===== src/rtl/ecc_cap_pkg.sv =====
package ecc_cap_pkg;
    localparam int NBANK     = 2;
    localparam int BANK_MAIN = 0;
    localparam int BANK_EE   = 1;
    localparam int BANK_W    = $clog2(NBANK);
    localparam int SEL_W     = 2;
    localparam int REG_AW    = BANK_W + SEL_W;

    localparam logic [SEL_W-1:0] SEL_STAT  = 2'd0;
    localparam logic [SEL_W-1:0] SEL_CADDR = 2'd1;
    localparam logic [SEL_W-1:0] SEL_UADDR = 2'd2;
    localparam logic [SEL_W-1:0] SEL_RSVD  = 2'd3;

    localparam int STAT_W   = 4;
    localparam int STAT_COR = 0;
    localparam int STAT_UNC = 1;
    localparam int STAT_MAL = 2;
    localparam int STAT_MG  = 3;
endpackage


===== src/rtl/ecc_cap_group.sv =====
module ecc_cap_group #(
    parameter int ADDR_W = 16,
    parameter int NFLAG  = 1
) (
    input  logic              clk_i,
    input  logic              rst_ni,
    input  logic [NFLAG-1:0]  evt_i,
    input  logic [ADDR_W-1:0] addr_i,
    input  logic [NFLAG-1:0]  clr_i,
    input  logic              addr_rd_i,
    output logic [NFLAG-1:0]  flags_o,
    output logic [ADDR_W-1:0] addr_o
);
    typedef struct packed {
        logic [NFLAG-1:0]  flags;
        logic [ADDR_W-1:0] addr;
        logic              armed;
        logic              clr_seen;
        logic              rd_seen;
    } grp_t;

    grp_t s_q, s_d;
    logic             cap;
    logic [NFLAG-1:0] left;
    logic             clr_ok;
    logic             rd_ok;

    always_comb begin
        s_d    = s_q;
        cap    = s_q.armed && (|evt_i);
        left   = s_q.flags & ~clr_i;
        clr_ok = 1'b0;
        rd_ok  = 1'b0;
        s_d.flags = left;
        if (cap) begin
            s_d.flags    = left | evt_i;
            s_d.addr     = addr_i;
            s_d.armed    = 1'b0;
            s_d.clr_seen = 1'b0;
            s_d.rd_seen  = 1'b0;
        end else if (!s_q.armed) begin
            clr_ok = s_q.clr_seen || ((|clr_i) && (left == '0));
            rd_ok  = s_q.rd_seen || addr_rd_i;
            s_d.clr_seen = clr_ok;
            s_d.rd_seen  = rd_ok;
            if (clr_ok && rd_ok) begin
                s_d.armed    = 1'b1;
                s_d.clr_seen = 1'b0;
                s_d.rd_seen  = 1'b0;
            end
        end
    end

    always_ff @(posedge clk_i or negedge rst_ni) begin
        if (!rst_ni) begin
            s_q.flags    <= '0;
            s_q.addr     <= '0;
            s_q.armed    <= 1'b1;
            s_q.clr_seen <= 1'b0;
            s_q.rd_seen  <= 1'b0;
        end else begin
            s_q <= s_d;
        end
    end

    assign flags_o = s_q.flags;
    assign addr_o  = s_q.addr;

    AST_CAPTURE_TAKES_ADDR: assert property (@(posedge clk_i) disable iff (!rst_ni)
        (s_q.armed && (|evt_i)) |=> (s_q.addr == $past(addr_i)) && !s_q.armed);
    AST_FROZEN_ADDR_HOLD: assert property (@(posedge clk_i) disable iff (!rst_ni)
        !s_q.armed |=> $stable(s_q.addr));
    AST_FROZEN_NO_NEW_FLAG: assert property (@(posedge clk_i) disable iff (!rst_ni)
        !s_q.armed |=> ((s_q.flags & ~$past(s_q.flags)) == '0));
    AST_REARM_NEEDS_READ: assert property (@(posedge clk_i) disable iff (!rst_ni)
        $rose(s_q.armed) |-> ($past(addr_rd_i) || $past(s_q.rd_seen)));
endmodule


===== src/rtl/ecc_cap_bank.sv =====
module ecc_cap_bank
    import ecc_cap_pkg::*;
#(
    parameter int ADDR_W = 16
) (
    input  logic              clk_i,
    input  logic              rst_ni,
    input  logic              diag_en_i,
    input  logic [ADDR_W-1:0] addr_i,
    input  logic              sec_evt_i,
    input  logic              ded_evt_i,
    input  logic              mal_evt_i,
    input  logic              mg_evt_i,
    input  logic              wr_stat_i,
    input  logic [STAT_W-1:0] wdata_i,
    input  logic              rd_caddr_i,
    input  logic              rd_uaddr_i,
    output logic [STAT_W-1:0] stat_o,
    output logic [ADDR_W-1:0] caddr_o,
    output logic [ADDR_W-1:0] uaddr_o
);
    typedef struct packed {
        logic mg;
    } mg_t;

    mg_t        m_q, m_d;
    logic [0:0] cor_flag;
    logic [1:0] unc_flags;
    logic [0:0] cor_clr;
    logic [1:0] unc_clr;

    assign cor_clr = {wr_stat_i & wdata_i[STAT_COR]};
    assign unc_clr = {wr_stat_i & wdata_i[STAT_MAL], wr_stat_i & wdata_i[STAT_UNC]};

    ecc_cap_group #(.ADDR_W(ADDR_W), .NFLAG(1)) u_cor (
        .clk_i     (clk_i),
        .rst_ni    (rst_ni),
        .evt_i     (sec_evt_i),
        .addr_i    (addr_i),
        .clr_i     (cor_clr),
        .addr_rd_i (rd_caddr_i),
        .flags_o   (cor_flag),
        .addr_o    (caddr_o)
    );

    ecc_cap_group #(.ADDR_W(ADDR_W), .NFLAG(2)) u_unc (
        .clk_i     (clk_i),
        .rst_ni    (rst_ni),
        .evt_i     ({mal_evt_i, ded_evt_i}),
        .addr_i    (addr_i),
        .clr_i     (unc_clr),
        .addr_rd_i (rd_uaddr_i),
        .flags_o   (unc_flags),
        .addr_o    (uaddr_o)
    );

    always_comb begin
        m_d = m_q;
        if (!diag_en_i) begin
            m_d.mg = 1'b0;
        end else begin
            m_d.mg = (m_q.mg & ~(wr_stat_i & wdata_i[STAT_MG])) | mg_evt_i;
        end
    end

    always_ff @(posedge clk_i or negedge rst_ni) begin
        if (!rst_ni) begin
            m_q.mg <= 1'b0;
        end else begin
            m_q <= m_d;
        end
    end

    assign stat_o = {m_q.mg, unc_flags[1], unc_flags[0], cor_flag[0]};

    AST_MG_ZERO_OUTSIDE_DIAG: assert property (@(posedge clk_i) disable iff (!rst_ni)
        !diag_en_i |=> !stat_o[STAT_MG]);
endmodule


===== src/rtl/ecc_fault_logger.sv =====
module ecc_fault_logger
    import ecc_cap_pkg::*;
#(
    parameter int ADDR_W = 16,
    parameter int DATA_W = 32
) (
    input  logic              clk_i,
    input  logic              rst_ni,
    input  logic              diag_en_i,
    input  logic [ADDR_W-1:0] acc_addr_i,
    input  logic [NBANK-1:0]  sec_evt_i,
    input  logic [NBANK-1:0]  ded_evt_i,
    input  logic [NBANK-1:0]  mal_evt_i,
    input  logic [NBANK-1:0]  mg_evt_i,
    input  logic              reg_rd_i,
    input  logic              reg_wr_i,
    input  logic [REG_AW-1:0] reg_addr_i,
    input  logic [DATA_W-1:0] reg_wdata_i,
    output logic [DATA_W-1:0] reg_rdata_o,
    output logic              err_corr_o,
    output logic              err_main_unc_o,
    output logic              err_ee_unc_o,
    output logic              err_ee_mal_o
);
    localparam int AZ = DATA_W - ADDR_W;
    localparam int SZ = DATA_W - STAT_W;

    typedef struct packed {
        logic [DATA_W-1:0] rdata;
    } rd_t;

    rd_t               r_q, r_d;
    logic [BANK_W-1:0] bsel;
    logic [SEL_W-1:0]  rsel;
    logic [STAT_W-1:0] stat  [NBANK];
    logic [ADDR_W-1:0] caddr [NBANK];
    logic [ADDR_W-1:0] uaddr [NBANK];
    logic [NBANK-1:0]  cor_any;
    logic              unused_wdata;

    assign bsel         = reg_addr_i[REG_AW-1:SEL_W];
    assign rsel         = reg_addr_i[SEL_W-1:0];
    assign unused_wdata = ^reg_wdata_i[DATA_W-1:STAT_W];

    for (genvar g = 0; g < NBANK; g++) begin : g_bank
        logic hit;
        assign hit = (bsel == BANK_W'(g));
        ecc_cap_bank #(.ADDR_W(ADDR_W)) u_bank (
            .clk_i      (clk_i),
            .rst_ni     (rst_ni),
            .diag_en_i  (diag_en_i),
            .addr_i     (acc_addr_i),
            .sec_evt_i  (sec_evt_i[g]),
            .ded_evt_i  (ded_evt_i[g]),
            .mal_evt_i  (mal_evt_i[g]),
            .mg_evt_i   (mg_evt_i[g]),
            .wr_stat_i  (reg_wr_i && hit && (rsel == SEL_STAT)),
            .wdata_i    (reg_wdata_i[STAT_W-1:0]),
            .rd_caddr_i (reg_rd_i && hit && (rsel == SEL_CADDR)),
            .rd_uaddr_i (reg_rd_i && hit && (rsel == SEL_UADDR)),
            .stat_o     (stat[g]),
            .caddr_o    (caddr[g]),
            .uaddr_o    (uaddr[g])
        );
        assign cor_any[g] = stat[g][STAT_COR];
    end

    always_comb begin
        r_d = r_q;
        if (reg_rd_i) begin
            case (rsel)
                SEL_STAT:  r_d.rdata = {{SZ{1'b0}}, stat[bsel]};
                SEL_CADDR: r_d.rdata = {{AZ{1'b0}}, caddr[bsel]};
                SEL_UADDR: r_d.rdata = {{AZ{1'b0}}, uaddr[bsel]};
                default:   r_d.rdata = '0;
            endcase
        end
    end

    always_ff @(posedge clk_i or negedge rst_ni) begin
        if (!rst_ni) begin
            r_q.rdata <= '0;
        end else begin
            r_q <= r_d;
        end
    end

    assign reg_rdata_o    = r_q.rdata;
    assign err_corr_o     = |cor_any;
    assign err_main_unc_o = stat[BANK_MAIN][STAT_UNC] | stat[BANK_MAIN][STAT_MAL];
    assign err_ee_unc_o   = stat[BANK_EE][STAT_UNC];
    assign err_ee_mal_o   = stat[BANK_EE][STAT_MAL];

    AST_EE_MAL_FROM_EVENT: assert property (@(posedge clk_i) disable iff (!rst_ni)
        $rose(err_ee_mal_o) |-> $past(mal_evt_i[BANK_EE]));
    AST_RSVD_READS_ZERO: assert property (@(posedge clk_i) disable iff (!rst_ni)
        (reg_rd_i && (rsel == SEL_RSVD)) |=> (reg_rdata_o == '0));
endmodule


===== config.mk =====
export PLATFORM = sky130hd
export DESIGN_NAME = ecc_fault_logger
export DESIGN_NICKNAME = d
export VERILOG_FILES = /design/src/rtl/ecc_cap_pkg.sv /design/src/rtl/ecc_cap_group.sv /design/src/rtl/ecc_cap_bank.sv /design/src/rtl/ecc_fault_logger.sv
export SDC_FILE = /design/constraint.sdc
export NUM_CORES = 1
export LEC_CHECK = 0
export ABC_AREA = 1
export BUFFER_PORTS_ARGS = -buffer_cell sky130_fd_sc_hd__buf_2
export CAP_MARGIN = 20
export CORE_MARGIN = 2
export CORE_UTILIZATION = 55
export CTS_BUF_LIST = sky130_fd_sc_hd__clkbuf_8
export CTS_CLUSTER_SIZE = 24
export DETAILED_ROUTE_END_ITERATION = 6
export GPL_ROUTABILITY_DRIVEN = 0
export HOLD_SLACK_MARGIN = 0.03
export PLACE_DENSITY = 0.88
export SETUP_SLACK_MARGIN = 0.2
export SYNTH_ARGS = -nofsm -noshare
export SYNTH_HDL_FRONTEND = slang
export SYNTH_SLANG_ARGS = --single-unit

===== constraint.sdc =====
create_clock -name clk_i -period 3.32 [get_ports clk_i]
set_input_delay 0.498 -clock clk_i [delete_from_list [all_inputs] [get_ports clk_i]]
set_output_delay 0.498 -clock clk_i [all_outputs]
set_load 0.02 [all_outputs]

=== Word-level counts from Yosys, hierarchy flattened ===
Cells that the tools add are included.

* Divide/modulo/power cells: 0
* Equal/unequal tests: 6
* $add $sub $neg: 0
* Multipliers: 0
* Multiplexer cells: 28
* Magnitude comparators: 1
* Reduce and logical (&&, ||, !) cells: 38
* Bitwise gates (word level): 31
* Shift operators: 0

{| class="wikitable"
|+ Operators with widths
! cell !! count
|-
| $mux 16 || 6
|-
| $pmux 16 s3 || 1
|-
| $mux 18 || 2
|-
| $mux 3 || 12
|-
| $mux 17 || 2
|-
| $logic_and 1x1->1 || 22
|-
| $and 1x1->1 || 12
|-
| $mux 4 || 3
|-
| $reduce_or 2->1 || 5
|-
| $logic_or 1x1->1 || 8
|-
| $ne 2x1->1 const B || 4
|-
| $not 1->1 || 7
|-
| $logic_not 2->1 || 3
|-
| $or 1x1->1 || 5
|-
| $and 2x2->2 || 2
|-
| $not 2->2 || 2
|-
| $or 2x2->2 || 2
|-
| $eq 2x1->1 const B || 1
|-
| $eq 2x2->1 const B || 1
|-
| $ge 2x2->1 const B || 1
|-
| $mux 1 || 2
|-
| $not 1->2 || 1
|}

* Input port bits: 64
* Output and inout bits: 36
* Flip-flop bits (word level): 116
* Bits in writable memories: 0
* Logic and storage cells: 127
* Latch bits: 0
* ROM bits: 0
* Memories kept: 0

=== Longest topological paths before layout ===
Gate-level depths: netlist of run 1.

* Depth after elaboration: 13
* Gate-level depth with buffers: 9
* Gate-level depth less buffers: 8

=== Cells and area by module ===
Synthesis of run 1 repeated with hierarchy kept, for this count alone.

* Cells, all modules: 746
* Area, all modules: 6037.0 µm²

{| class="wikitable"
|+ Modules (own cells, without submodules)
! module !! cells an instance !! seq. area each (µm²) !! instances !! area each (µm²)
|-
| ecc_cap_group at g_bank[0].u_bank.u_unc ... || 119 || 526.8 || 2 || 1134.8
|-
| ecc_cap_group at g_bank[0].u_bank.u_cor ... || 111 || 501.7 || 2 || 963.4
|-
| ecc_fault_logger || 258 || 400.4 || 1 || 1667.8
|-
| ecc_cap_bank || 14 || 25.0 || 2 || 86.3
|}

=== Worst setup path after synthesis of run 1 ===
OpenSTA, ideal clock, no wires.

* Path kind: input to register
* Start: input reg_addr_i[2]
* End: register r_q, in the netlist reg_rdata_o[2]
* Setup time: 0.117 ns
* Data required time: 3.203 ns
* Slack: 2.025 ns
* Path buffers: 2
* Arrival time: 1.179 ns
* Stages: 8
* Cells stage by stage: buf_4 > buf_2 > nor2_1 > nor2_1 > o21ai_0 > nand3_1 > nand2_1 > nand2_1

* Cells in the longest elaborated chain, start to end: 5
* Elaborated cells between the ends (all ways): 11
* Classes of those cells: mux: 10; bitwise: 1

{| class="wikitable"
|+ RTL lines
! element !! line !! text
|-
| start, declared || ecc_fault_logger.sv:17 || <nowiki>input logic [REG_AW-1:0] reg_addr_i,</nowiki>
|-
| $not 1->2 (implied by the code) (*) || ecc_fault_logger.sv:72, ecc_fault_logger.sv:73, ecc_fault_logger.sv:74 ||
|-
| $mux 16 (implied by the code) (tied with other cells) (3 in series) || ecc_fault_logger.sv:74 || <nowiki>SEL_UADDR: r_d.rdata = {{AZ{1'b0}}, uaddr[bsel]};</nowiki>
|-
| $pmux 16 s3 (*) || ecc_fault_logger.sv:71 || <nowiki>case (rsel)</nowiki>
|-
| end signal, assigned || ecc_fault_logger.sv:84 || <nowiki>r_q <= r_d;</nowiki>
|-
| end, declared || ecc_fault_logger.sv:32 || <nowiki>rd_t r_q, r_d;</nowiki>
|}

Every way passes the cells marked *; elsewhere a longest branch is shown, timed or not. The select of a mux whose other input is x is not followed.
A chain may end at the register's enable or synchronous reset.

=== Worst setup path after layout of run 1 ===
* Start: register g_bank[0].u_bank.u_unc.s_q[2] in the netlist's numbering
* End: register g_bank[0].u_bank.u_unc.s_q, in the netlist g_bank[0].u_bank.u_unc.addr_o[11]

* Cells in the longest elaborated chain, start to end: 1

{| class="wikitable"
|+ RTL lines
! element !! line !! text
|-
| start, declared || ecc_cap_group.sv:22 || <nowiki>grp_t s_q, s_d;</nowiki>
|-
| $logic_and 1x1->1 || ecc_cap_group.sv:30 || <nowiki>cap = s_q.armed && (|evt_i);</nowiki>
|}

No other way between the ends.

==> results_dict.tcl, run 1 <==
set metrics [dict create \
    syn_inst 563 \
    start_util_pct 56.3 \
    n_fill_cell 679 \
    netlist_top_cells_area "dfrtp_1 52%, nand2_1 13%, o21ai_0 11%" \
    vdd_drop_max_mv 0.285 \
    grt_pass1_vias 3511 \
    endpoint_kind "register" \
    setup_tns_ns 0 \
    period_share_pct 52.0 \
    grt_pass1_wl_mm 16.0 \
    core_um2 8130 \
    yosysSeqAreaShare_pct 54.7 \
    power_w 0.00360 \
    synth_area_leader_cell "dfrtp_1" \
    maxCapViolCount 0 \
    reg2reg_depth 2 \
    worstReg2RegEnd "g_bank[0].u_bank.u_unc.addr_o[11]" \
    final_core_util_pct 61.8 \
    final_antenna_net_count 0 \
    reg2reg_slack_ns 1.59 \
    die_x_um 95.3 \
    yosys.area.top_type_share_pct 52.4 \
    fin_skew_ns 0.00710 \
    vias_per_cell 5.29 \
    multiInputGateArea_um2 1670 \
    hpwl_mm 6.60 \
    cts_resized 0 \
    rsz0062_at_grt "false" \
    row_count 33 \
    drive_gt1_share_pct 14.6 \
    r2r-start "g_bank[0].u_bank.u_unc.s_q[2]" \
    port_buffers 55 \
    tightest_slew_ns 1.03 \
    synth_warnings 0 \
    syn_area_um2 4580 \
    synth_compound_area_share_pct 15.9 \
    routed_wl_mm 9.76 \
    intPower_w 0.00237 \
    cts_setup_buffers 0 \
    required_ns 3.56 \
    slew_headroom_pct 31.3 \
    ys_ff_latch 100 \
    worstHoldPathType "in -> async" \
    synth_xor_area_share_pct 0 \
    p_switching_w 0.00123 \
    drcViolationCount 0 \
    syn_to_final_growth_pct 9.75 \
    cts_hold_buf 0 \
    critPathKind "reg -> reg" \
    num_vias 3794 \
    clock_sinks 100 \
    clkPwrFrac_pct 19.4 \
    combPwrFrac_pct 27.0 \
    grt.overflow.total 0 \
    finalSetupViolCount 0 \
    fin_ws_ns 1.59 \
    grt_max_degree 62 \
    seq_area_um2 2510 \
    antenna_found_initial 1 \
    yosys.area_share.simple_pct 19.1 \
    grt_usage_pct 22.7 \
    synth_fa_ha_area_share_pct 0 \
    cts_max_path_buffers 2 \
    dp_slack_ns 1.26 \
    fin_nets 672 \
    drtIter0Drc 309 \
    cellLeakagePower_nw 2.63 \
    io_pins 100 \
    ys_types 27 \
    die_h_um 95.3 \
    syn_avg_cell_area_um2 8.14 \
    maxSlewViolCount 0 \
    synth_mux_area_share_pct 0 \
    crit_path_start_kind "register" \
    cts_tree "yes" \
    cp.arrival_ns 1.96 \
    wire_per_inst_um 13.6 \
    synth_top_family_by_area "simple AND/OR/NAND/NOR gates" \
    layout_min_cycle_time_ns 1.73 \
    cellPowerDensity_nw_per_um2 715 \
    htreeDepth 3 \
    clockRootBuffer "clkbuf_8" \
    hold_viol 0 \
    power_switching_share_pct 34.1 \
    clk-insertion-delay-late_ns 0.35 \
    worst-path-max-fanout 32 \
    status "finished, final reports clean" \
    cts_buffers 9 \
    first_pass_iters 5 \
    dieArea_um2 9070 \
    clk_pin_slew_ns 0.09 \
    fmax_mhz 579 \
    power_frac_seq_pct 53.6 \
]
## sequential cells by signal (all words and copies together), names as in the netlist
register                     flops
g_bank.u_bank.u_cor.addr_o      32
g_bank.u_bank.u_unc.flags_o      4
reg_rdata_o                     16
g_bank.u_bank.u_cor.flags_o      2
g_bank.u_bank.m_q                2
g_bank.u_bank.u_cor.s_q          6
g_bank.u_bank.u_unc.addr_o      32
g_bank.u_bank.u_unc.s_q          6
## cells by family (layout without fill, tap and decap cells)
logic type / after synthesis / in the layout
compound gates: 144 / 144
other cells: 1 / 17
flops: 100 / 100
buf+inv: 101 / 134
simple gates: 217 / 217
## area by class of cell
cell class              instances  area share, %
multi-input cells             377           33.2
flip-flops and latches        100           49.9
clock buffers                  12           3.29
diodes                          1         0.0498
repair buffers                 60           6.27
inverters                      60           4.48
clock inverters                 2          0.224
well taps                     105           2.61
## layer usage
metal,global-route usage [%],up-vias,share of wire [%]
met3,4.19,11,7.6
met4,7.85,0,1.3
met2,36.9,156,48
li1,-,1846,-
met1,30.7,1781,43
met5,0,-,0
## synthesized netlist by cell type, drive strengths merged
library cell  count
nand3            16
dfstp             4
clkbuf           12
conb              1
buf              29
nor3              2
nand2           154
dfrtp            96
or2               4
and2              2
inv              60
nand4             2
o22ai             3
o21ai           120
a21oi            21
nor2             37
## per-stage QoR
step	cell area [um^2]	hold WS (ns)	cells
3_3_place_gp	4850	0.457	702
2_1_floorplan	4640	0.202	578
6_report	5030	0.208	717
3_5_place_dp	4850	0.463	702
4_1_cts	5020	0.220	716
5_1_grt	5020	0.259	716
## how the worst max path moves through the flow
stage,end,depth (start not counted),slack [ns],from
6_report,g_bank[0].u_bank.u_unc.addr_o[11],2,1.59,g_bank[0].u_bank.u_unc.s_q[2]
5_1_grt,g_bank[1].u_bank.u_unc.s_q[2],10,1.44,reg_addr_i[2]
4_1_cts,err_main_unc_o,2,1.59,g_bank[0].u_bank.u_unc.flags_o[0]
3_5_place_dp,g_bank[1].u_bank.u_unc.s_q[1],9,1.26,reg_addr_i[2]
3_3_place_gp,g_bank[1].u_bank.u_unc.s_q[1],9,1.34,reg_addr_i[2]
2_1_floorplan,reg_rdata_o[2],8,2.02,reg_addr_i[2]
## cells in the final DEF (no fill, tap or decap)
master	instances
nand3_1	16
conb_1	16
o22ai_1	3
o21ai_0	103
inv_1	60
a21oi_1	19
nor3_2	1
nand2_1	153
nor3_1	1
nor2_2	2
clkinvlp_4	1
diode_2	1
a21oi_2	2
nor2_1	34
nand4_1	2
clkbuf_8	12
nand2_2	1
nor2_4	1
buf_4	6
and2_1	2
o21ai_1	17
inv_2	1
or2_2	4
dfstp_2	4
dfrtp_1	96
buf_2	54
## power groups by stage
stage / registers, W / logic (W) / clock network, W
final: 0.00193 / 0.000971 / 0.000698
after global routing: 0.00198 / 0.00112 / 0.000758
after CTS: 0.00192 / 0.000976 / 0.000713
after detailed placement: 0.00194 / 0.000963 / 0
after global placement: 0.00191 / 0.000901 / 0
after floorplan: 0.00195 / 0.000652 / 0
## worst max-delay path: stages, from the launching register on
cell and delay (ns):
dfstp_2 0.55, nand2_1 0.56, o21ai_0 0.49
Power figures use the tool's default switching activity.
==> run 2: changes to the inputs <==
==> constraint.sdc (replaced) <==
create_clock -name clk_i -period 1.72 [get_ports clk_i]
set_input_delay 0.258 -clock clk_i [delete_from_list [all_inputs] [get_ports clk_i]]
set_output_delay 0.258 -clock clk_i [all_outputs]
set_load 0.02 [all_outputs]
==> run 2 against run 1 <==
  * Global-route usage increased by 0.75 points
  * Critical endpoint is now err_corr_o
  * Combinational power grew 99%
  * Clock power is 110% higher
  * Largest cell class unchanged
  * Worst setup slack got worse by 1.3 ns
  * Worst hold slack worse by 0.090 ns
==> results_dict.tcl, run 2 (synthesized netlist as in run 1, its figures left out) <==
set metrics [dict create \
    cts_tree "yes" \
    cts_max_path_buffers 2 \
    crit_family "flip-flops" \
    period_share_pct 84.9 \
    core_um2 8130 \
    grt_max_degree 40 \
    layout_common_cells "153 x nand2_1, 103 x o21ai_0, 96 x dfrtp_1" \
    io_pins 100 \
    grt_pass1_vias 3638 \
    drtIter0Drc 262 \
    row_count 33 \
    fmax_mhz 685 \
    path_cells "or2_2 -> buf_2" \
    whs_ns 0.118 \
    fin_skew_ns 0.00545 \
    routed_wl_mm 10.1 \
    vdd_drop_max_mv 0.460 \
    cellPowerDensity_nw_per_um2 1390 \
    cpPeakStageDelay_ns 0.40 \
    start_util_pct 56.3 \
    drcViolationCount 0 \
    dp.cells 711 \
    rsz0062_at_grt "false" \
    fin_area_um2 5130 \
    worstHoldPathType "in -> reg" \
    finalNonFillerCells 726 \
    hpwl_mm 6.92 \
    antenna_cells 0 \
    dieArea_um2 9070 \
    placed_area_um2 4930 \
    die_x_um 95.3 \
    power_w 0.00711 \
    maxSlewViolCount 0 \
    clock_sinks 100 \
    cts_resized 0 \
    vias_per_cell 5.37 \
    clockRootBuffer "clkbuf_8" \
    n_fill_cell 674 \
    cts_setup_buffers 0 \
    fin_nets 682 \
    clk_pin_slew_ns 0.09 \
    status "finished, final reports clean" \
    critPathKind "reg -> out" \
    maxCapViolCount 0 \
    die_h_um 95.3 \
    grt_usage_pct 23.4 \
    cts_buffers 9 \
    drive_gt1_share_pct 15.9 \
    num_vias 3900 \
    antenna_found_initial 1 \
    finalSetupViolCount 0 \
    cp_num_buf_inv 1 \
    syn_to_final_growth_pct 11.9 \
    wire_per_inst_um 13.9 \
    hold_viol 0 \
    clk-insertion-delay-late_ns 0.36 \
    setup_tns_ns 0 \
    layout_min_cycle_time_ns 1.46 \
    endpoint_kind "primary output" \
    mostFrequentLayoutCell "nand2_1" \
    crit_slowest_cell "dfrtp_1" \
    first_pass_iters 5 \
    cts_hold_buf 1 \
    grt.overflow.total 0 \
    cp.arrival_ns 1.20 \
    grt_pass1_wl_mm 16.5 \
    required_ns 1.46 \
    port_buffers 55 \
    htreeDepth 3 \
    worst-path-max-fanout 3 \
    final_antenna_net_count 0 \
    cellLeakagePower_nw 2.68 \
    crit_path_start_kind "register" \
]
==> run 2: metal layers <==
metal | global-route usage, % | wire length [um]
met1 | 30.9 | 4210
met2 | 39.0 | 4940
met3 | 4.11 | 749
met4 | 8.45 | 177
met5 | 0 | 0
==> run 2: area by class of cell <==
cell class	instances	area [um^2]	area share (%)
Timing Repair Buffer	70	405	7.91
Inverter	60	225	4.39
Clock inverter	4	51.3	1.00
Tap cell	105	131	2.56
Clock buffer	10	138	2.68
Sequential cell	100	2510	48.9
Multi-Input combinational cell	377	1670	32.6
==> run 2: tightest hold or removal path: cells and delay by family <==
kind | cells | cell delay (ns)
simple gates | 1 | 0.07
compound gates | 1 | 0.03
buf+inv | 1 | 0.07
==> run 2: path summary, 6_finish.rpt <==
check,end,startpoint,cells past startpoint,slack [ns]
min in group asynchronous,g_bank[1].u_bank.u_unc.addr_o[10],rst_ni,2,0.38
hold / removal,g_bank[0].u_bank.m_q,mg_evt_i[0],3,0.12
max in group asynchronous,g_bank[0].u_bank.u_unc.s_q[2],rst_ni,3,0.65
setup reg to reg,g_bank[1].u_bank.u_unc.addr_o[15],g_bank[1].u_bank.u_unc.s_q[2],5,0.35
hold reg to reg,reg_rdata_o[6],reg_rdata_o[6],2,0.48
setup / recovery,err_corr_o,g_bank[0].u_bank.u_cor.flags_o,2,0.26
==> run 2: power by group <==
| part | internal, W | total, W | switching [W] |
|---|---|---|---|
| Sequential | 0.00328 | 0.00374 | 0.000456 |
| Combinational | 0.000697 | 0.00193 | 0.00123 |
| Clock | 0.000696 | 0.00145 | 0.000754 |
| Total | 0.00467 | 0.00711 | 0.00244 |
==> run 2: metrics by stage <==
step	setup slack (ns)	utilization [%]
after floorplan	0.494	-
after global placement	0.315	60.6
after detailed placement	0.266	60.6
after CTS	0.244	63.0
after global routing	0.212	63.0
final	0.259	63.0
